[src/rtl/sff_pkg.sv]
package sff_pkg;
  parameter int unsigned NUM_REGS = 5;
  parameter int unsigned REG_W    = 8;
  parameter int unsigned NUM_CHAN = 2;
  parameter int unsigned SYNC_STAGES = 2;
  localparam int unsigned ADDR_W = $clog2(NUM_REGS);
  localparam int unsigned FLAG_W = NUM_REGS * REG_W;

  // Registers cleared by each channel's power-on request (bit n = register n).
  // Channel 0 (A) spares register 1, channel 1 (B) spares register 0.
  parameter logic [NUM_CHAN-1:0][NUM_REGS-1:0] CLR_MAP = {5'b11110, 5'b11101};

  typedef struct packed {
    logic [NUM_REGS-1:0] chanClr;
    logic [NUM_REGS-1:0] readClr;
  } sffStrobes_t;
endpackage

[src/rtl/sff_edge_sync.sv]
module sff_edge_sync #(
  parameter int unsigned STAGES = 2
) (
  input  logic clk,
  input  logic rstN,
  input  logic asyncIn,
  output logic riseEvt
);
  logic [STAGES-1:0] syncQ;
  logic lastQ;

  always_ff @(posedge clk or negedge rstN) begin
    if (!rstN) begin
      syncQ <= '0;
      lastQ <= 1'b0;
    end else begin
      syncQ <= {syncQ[STAGES-2:0], asyncIn};
      lastQ <= syncQ[STAGES-1];
    end
  end

  // One-cycle pulse on a synchronized rising edge
  assign riseEvt = syncQ[STAGES-1] & ~lastQ;
endmodule

[src/rtl/sff_ctrl.sv]
module sff_ctrl
  import sff_pkg::*;
(
  input  logic                clk,
  input  logic                rstN,
  input  logic [NUM_CHAN-1:0] powerOnReq,
  input  logic [ADDR_W-1:0]   rdAddr,
  input  logic                rdStrobe,
  output sffStrobes_t         strobes
);
  localparam logic [ADDR_W-1:0] LAST_IDX = ADDR_W'(NUM_REGS - 1);

  logic [NUM_CHAN-1:0] chanEvt;

  for (genvar c = 0; c < NUM_CHAN; c++) begin : g_chan
    sff_edge_sync #(.STAGES(SYNC_STAGES)) u_sync (
      .clk     (clk),
      .rstN    (rstN),
      .asyncIn (powerOnReq[c]),
      .riseEvt (chanEvt[c])
    );
  end

  always_comb begin
    strobes.chanClr = '0;
    for (int c = 0; c < NUM_CHAN; c++) begin
      if (chanEvt[c]) strobes.chanClr = strobes.chanClr | CLR_MAP[c];
    end
    strobes.readClr = '0;
    if (rdStrobe && (rdAddr <= LAST_IDX)) strobes.readClr[rdAddr] = 1'b1;
  end
endmodule

[src/rtl/sff_datapath.sv]
module sff_datapath
  import sff_pkg::*;
(
  input  logic              clk,
  input  logic              rstN,
  input  logic [FLAG_W-1:0] flagsLive,
  input  sffStrobes_t       strobes,
  input  logic [ADDR_W-1:0] rdAddr,
  output logic [REG_W-1:0]  rdData,
  output logic [FLAG_W-1:0] stickyFlat
);
  localparam logic [ADDR_W-1:0] LAST_IDX = ADDR_W'(NUM_REGS - 1);

  logic [REG_W-1:0] stickyQ [NUM_REGS];
  logic [REG_W-1:0] nextVal [NUM_REGS];

  for (genvar g = 0; g < NUM_REGS; g++) begin : g_reg
    logic clrHit;
    assign clrHit = strobes.chanClr[g] | strobes.readClr[g];
    // Clear first, then merge the live flags so a fresh fault always survives
    assign nextVal[g] = (clrHit ? '0 : stickyQ[g]) | flagsLive[g*REG_W +: REG_W];
    assign stickyFlat[g*REG_W +: REG_W] = stickyQ[g];
  end

  always_ff @(posedge clk or negedge rstN) begin
    if (!rstN) begin
      for (int i = 0; i < NUM_REGS; i++) stickyQ[i] <= '0;
    end else begin
      for (int i = 0; i < NUM_REGS; i++) stickyQ[i] <= nextVal[i];
    end
  end

  assign rdData = (rdAddr <= LAST_IDX) ? stickyQ[rdAddr] : '0;
endmodule

[src/rtl/sticky_flag_bank.sv]
module sticky_flag_bank
  import sff_pkg::*;
(
  input  logic              clk,
  input  logic              rstN,
  input  logic [FLAG_W-1:0] flagsLive,
  input  logic [ADDR_W-1:0] rdAddr,
  input  logic              rdStrobe,
  input  logic              powerOnReqA,
  input  logic              powerOnReqB,
  output logic [REG_W-1:0]  rdData
);
  sffStrobes_t       strobes;
  logic [FLAG_W-1:0] stickyFlat;

  sff_ctrl u_ctrl (
    .clk        (clk),
    .rstN       (rstN),
    .powerOnReq ({powerOnReqB, powerOnReqA}),
    .rdAddr     (rdAddr),
    .rdStrobe   (rdStrobe),
    .strobes    (strobes)
  );

  sff_datapath u_dp (
    .clk        (clk),
    .rstN       (rstN),
    .flagsLive  (flagsLive),
    .strobes    (strobes),
    .rdAddr     (rdAddr),
    .rdData     (rdData),
    .stickyFlat (stickyFlat)
  );
endmodule

[config.mk]
export PLATFORM = sky130hd
export DESIGN_NAME = sticky_flag_bank
export DESIGN_NICKNAME = d
export VERILOG_FILES = /design/src/rtl/sff_pkg.sv /design/src/rtl/sff_edge_sync.sv /design/src/rtl/sff_ctrl.sv /design/src/rtl/sff_datapath.sv /design/src/rtl/sticky_flag_bank.sv
export SDC_FILE = /design/constraint.sdc
export NUM_CORES = 1
export LEC_CHECK = 0
export BUFFER_PORTS_ARGS = -buffer_cell sky130_fd_sc_hd__buf_2
export CAP_MARGIN = 40
export CORE_ASPECT_RATIO = 0.9
export CORE_MARGIN = 3
export CORE_UTILIZATION = 50
export DETAILED_ROUTE_END_ITERATION = 8
export GPL_ROUTABILITY_DRIVEN = 0
export PLACE_DENSITY = 0.84
export SETUP_SLACK_MARGIN = 0.05
export SLEW_MARGIN = 10
export SYNTH_ARGS = -nofsm -noshare
export SYNTH_HDL_FRONTEND = slang
export SYNTH_SLANG_ARGS = --single-unit
[constraint.sdc]
create_clock -name clk -period 1.75 [get_ports clk]
set_clock_uncertainty 0.05 [all_clocks]
set_input_delay 0 -clock clk [delete_from_list [all_inputs] [get_ports clk]]
set_output_delay 0 -clock clk [all_outputs]
set_load 0.005 [all_outputs]
# Yosys cells after proc, flatten, opt, wreduce, memory -nomap -nowiden
# Cells that the tools add are included.
# word_totals
register_bits	46
inputBits	48
output_inout_bits	8
elab_cells	44
# op_classes
magnitude_cmp	4
n_mux	14
bitwise	15
n_reduce_logical	2
# ops
operator	count
$mux W8	8
$or A8 B8 Y8	5
$bmux W8 S3	1
$mux W5	3
$or A1 B1 Y1	5
$ge A4 B4 Y1 const B	1
$lt A3 B4 Y1 const B	1
$not A3 Y4	1
$demux W1 S3	1
$ge A3 B1 Y1 const B	1
$le A3 B3 Y1 const B	1
$and A1 B1 Y1	2
$logic_and A1 B1 Y1	2
$not A1 Y1	2
$mux W1	1

# Depth between registers and ports, before layout
# logic_depth
depth_word	8
mapped_depth	5
depth_no_buf	3

# Hierarchy
# Synthesis repeated with hierarchy kept, for this count alone.
# hier_totals
cells_unflattened	140
hier_area_um2	1945.6
# by_module_without_submodules
module	n_inst	cells_each	area_per_inst_um2	seq_area_each_um2
sff_datapath	1	124	1682.9	1001.0
sff_edge_sync	2	4	88.8	75.1
sff_ctrl	1	8	85.1	0.0

# Least setup slack after synthesis
# OpenSTA, ideal clock, no wires.
# synth_timing
kind	flip-flop to flip-flop
from	register u_ctrl.g_chan[0].u_sync.lastQ
to	register u_dp.stickyQ (netlist bit u_dp.stickyFlat[0])
setup_ns	0.118
t_arrival_ns	1.174
t_required_ns	1.582
slack_ns	0.408
stages_incl_launch_ff	4
path_buffers	0
synth_period_minus_slack_ns	1.342
cell_sequence	dfrtp_1 > nor2b_1 > a31oi_2 > a21o_1
# synth_rtl
item	line_no	source
start, declared	sff_edge_sync.sv:10	logic lastQ;
start signal, assigned	sff_edge_sync.sv:18	lastQ <= syncQ[STAGES-1];
end, declared	sff_datapath.sv:14	logic [REG_W-1:0] stickyQ [NUM_REGS];

==> results <==
- The run finished with clean final reports.
- The routed layout has 1547 vias.
- STA puts the critical path data arrival time at 1.72 ns.
- The HPWL after detailed placement is 3.475 mm.
- The number of nets in the synthesized netlist is 188.
- The filler cells instantiated in the layout total 210.
- Entering global routing, the biggest net connects 26 pins.
- The H-tree level count is 2.
- The internal portion of the total power is 1.679 mW.
- The first global-routing pass estimated 7.962 mm of wire.
- For this run, the register share of the synthesized area comes to 0.5962.
- The count of buffers added on input and output ports is 55.
- The smallest setup slack after layout is 0.2209 ns.
- In this run the worst hold path is classified as in -> async.
- Of the total power, combinational logic draws 0.175.
- The setup-violating endpoint count in the final report is 0.
- The residual antenna-violating net count after detailed routing is 0.
- The total overflow left after global routing is 0.
- The worst pin sits at a relative slew slack of 0.5325.
- The critical path endpoint category is a flip-flop.
- The library cells used most frequently in the layout, excluding fill and tap cells, are sky130_fd_sc_hd__buf_2 (55), sky130_fd_sc_hd__dfrtp_1 (46), sky130_fd_sc_hd__dlygate4sd3_1 (43), sky130_fd_sc_hd__a21o_1 (40), sky130_fd_sc_hd__nand3_1 (8).
- The wire length after detailed routing is 4.764 mm.
- The shortest period the worst path allows is 1.529 ns.
- For this block, the initial DRC count from the detailed router was 79.
- The total I/O pin count is 56.
- The most frequent standard cell in the layout excluding fill and tap cells is sky130_fd_sc_hd__buf_2.
- Summing all placed instances gives a cell area of 2238 µm².
- The path length in cells of the critical path is 3.
- The final max-slew violation count is 0.
- The detailed-route vias per instance is 5.390.
- The areal power density over the cells is 808.9 nW/µm².
- The analysis attributes to cell leakage a power of 1.285 nW.
- The total standard cell area after synthesis is 1931 µm².
- The number of detailed-route iterations in the first pass is 4.
- The number of antenna violations at the first check in global routing is 0.
- The placeable core region is 3528 µm².
- Clock latency on the worst-skew pair, taken at its later pin, is 0.30 ns.
- After routing the design area is 2760 µm².
- The initial utilization of the core area, before any placement, comes to 0.5472.
- In the routed design, unresolved DRC markers number 0.
- The total count of hold-check failures in the final report came to 0.
- Traced cell by cell, the critical path runs through and2b_1 > a311oi_4 > a21o_1.
- The register bit total from synthesis is 46.
- The net switching component of the power is 0.5542 mW.
- The maximum count of clock buffers along a single path is 2.
- The fraction of final layout cells sized beyond drive strength 1 is 0.3128.
- The synthesized netlist contains 22 unique library cells.
- The highest net fanout along the worst path is 8.
- Compared with the post-synthesis result, the final layout area differs by 42.97%.
- The area of the die is 4644 µm².
- The synthesized instance count is 140.
- For this design, the sink count on the clock tree is 46.
- The category of cells accounting for the largest share of critical-path delay is compound AO/OA/AOI/OAI gates.
- The via count of the first global-routing pass is 1684.
- Setup repair after global routing left no endpoint under its margin.
- The setup slack after placement is 0.2356 ns.
- For this run, the top clock speed supported by timing is 0.6540 GHz.
- The count of buffering cells on the critical path with inverters included is 0.
- The portion of the clock cycle consumed by the worst path in the final layout is 0.8738.
- After floorplanning, the core was divided into 20 placement rows.
- The total power draw is 2.233 mW.
- The root buffer cell is sky130_fd_sc_hd__clkbuf_8.
- The number of placed instances, taps included is 236.
- In the final routed layout, each cell accounts on average for 16.60 µm.
- The slowest stage of the critical path is the sky130_fd_sc_hd__a311oi_4 cell.
- VDD sags by at most 0.0005600 V.
- The relative contribution of sequential cells to total power is 0.533.
- The layout net count is 290.
- Once layout is complete, the cells apart from fillers number 287.
- The number of clock buffers added by TritonCTS is 5.
- The global-route total usage across every layer is 0.2267.
- The path type of the worst setup path is reg -> reg.
- Each instance of the synthesized netlist takes up on average 13.79 µm².
- During synthesis, Yosys emitted a total of 0 warnings.
- For the worst flop-to-flop path, the logic depth is 3.
- The startpoint class of the critical path is a flip-flop.
- In this run the post-CTS setup repair buffer count came out at 0.
- The clock edge transition at the registers on the reported setup and hold paths is 0.08 ns.
- At the worst endpoint, the required time is 1.94 ns.
- The floorplan step set the die width to 71.50 µm.
- In this design, the stage delay of the slowest critical-path cell is 0.55 ns.
- The CTS tree is yes.
- The die extent in y is 64.95 µm.
- The max-capacitance violation count is 0.
- Adding up every negative setup slack in the final design gives 0 ns.
- For the pin with the worst max-slew slack, the measured transition is 0.6998 ns.
- Of the total power, the share spent switching nets is 0.2482.
- The share of total power dissipated in the clock network is 0.292.
- The repair_antennas step left the layout with diodes totalling 0.
-- per-stage QoR --
stage / util / hold slack [ns]
4_1_cts: 0.7823 / 0.1395
5_1_grt: 0.7823 / 0.1704
6_report: 0.7823 / 0.1368
2_1_floorplan: - / -0.3456
3_3_place_gp: 0.6344 / -0.07017
3_5_place_dp: 0.6344 / -0.06070
-- worst paths after layout --
kind	startpoint	endpoint	slack [ns]
worst max-delay path	u_ctrl.g_chan[1].u_sync.syncQ[1]	u_dp.stickyFlat[37]	0.22
worst min-delay path	rstN	u_dp.stickyFlat[9]	0.14
worst max register to register	u_ctrl.g_chan[1].u_sync.syncQ[1]	u_dp.stickyFlat[37]	0.22
worst min register to register	u_ctrl.g_chan[1].u_sync.syncQ[0]	u_ctrl.g_chan[1].u_sync.syncQ[1]	0.30
max in group asynchronous	rstN	u_dp.stickyFlat[26]	0.82
min in group clk	rdStrobe	u_dp.stickyFlat[13]	0.29
-- final cells by class --
cell class                 count  area, µm²  area share
tap                           44      55.05     0.01995
multi-input combinational     87      734.5      0.2661
sequential                    46       1151      0.4170
timing repair buffer         100      720.7      0.2611
clock buffer                   7      86.33     0.03128
clock inverter                 1      5.005    0.001813
inverter                       2      7.507    0.002720
-- synthesized netlist by cell type --
cell / n / area share
sky130_fd_sc_hd__a21o_1: 40 / 0.16
sky130_fd_sc_hd__a22oi_1: 7 / 0.027
sky130_fd_sc_hd__a311oi_4: 3 / 0.041
sky130_fd_sc_hd__a31oi_2: 1 / 0.0065
sky130_fd_sc_hd__a31oi_4: 1 / 0.011
sky130_fd_sc_hd__a32oi_1: 2 / 0.0091
sky130_fd_sc_hd__and2b_1: 1 / 0.0039
sky130_fd_sc_hd__buf_2: 3 / 0.0078
sky130_fd_sc_hd__buf_6: 2 / 0.012
sky130_fd_sc_hd__dfrtp_1: 46 / 0.60
sky130_fd_sc_hd__inv_1: 2 / 0.0039
sky130_fd_sc_hd__mux2_2: 4 / 0.023
sky130_fd_sc_hd__mux2i_1: 5 / 0.026
sky130_fd_sc_hd__nand2_1: 1 / 0.0019
sky130_fd_sc_hd__nand3_1: 8 / 0.021
sky130_fd_sc_hd__nor2_1: 1 / 0.0019
sky130_fd_sc_hd__nor2b_1: 3 / 0.0097
sky130_fd_sc_hd__nor2b_2: 1 / 0.0045
sky130_fd_sc_hd__nor2b_4: 1 / 0.0071
sky130_fd_sc_hd__o21ai_0: 2 / 0.0052
sky130_fd_sc_hd__o221ai_1: 5 / 0.023
sky130_fd_sc_hd__or2_2: 1 / 0.0032
-- metal layers --
metal | GRT usage | part of all wire | wire length (µm) | up-vias
met1 | 0.2866 | 0.44 | 2104 | 756
met2 | 0.3693 | 0.48 | 2285 | 55
met5 | 0 | 0 | 0 | -
met4 | 0.06103 | 0.012 | 55 | 0
met3 | 0.08062 | 0.067 | 318 | 7
li1 | - | - | - | 729
-- kinds of logic after synthesis --
family / count (synthesis) / share of synthesized area
AO/OA/AOI/OAI: 61 / 0.2780
buffers and inverters: 7 / 0.02333
flip-flops: 46 / 0.5962
multiplexers: 9 / 0.04925
AND/OR/NAND/NOR: 17 / 0.05314
-- power by group through the flow --
stage | clock network, mW | registers (mW) | logic, mW
3_5_place_dp | 0 | 1.21 | 0.319
3_3_place_gp | 0 | 1.21 | 0.303
4_1_cts | 0.677 | 1.19 | 0.393
6_report | 0.652 | 1.19 | 0.391
2_1_floorplan | 0 | 1.19 | 0.180
5_1_grt | 0.719 | 1.20 | 0.431
-- registers in the layout, indices dropped and copies added (netlist names) --
signal                      flops
u_ctrl.g_chan.u_sync.syncQ      4
u_dp.stickyFlat                40
u_ctrl.g_chan.u_sync.lastQ      2
-- timing repair --
| action | in CTS | in global routing |
|---|---|---|
| resized for setup | 0 | 0 |
| endpoints found under the hold margin | 63 | 0 |
| hold buffers | 43 | 0 |
| setup endpoints to repair | 0 | 0 |
Note: power is estimated with default switching activity, not from simulation.
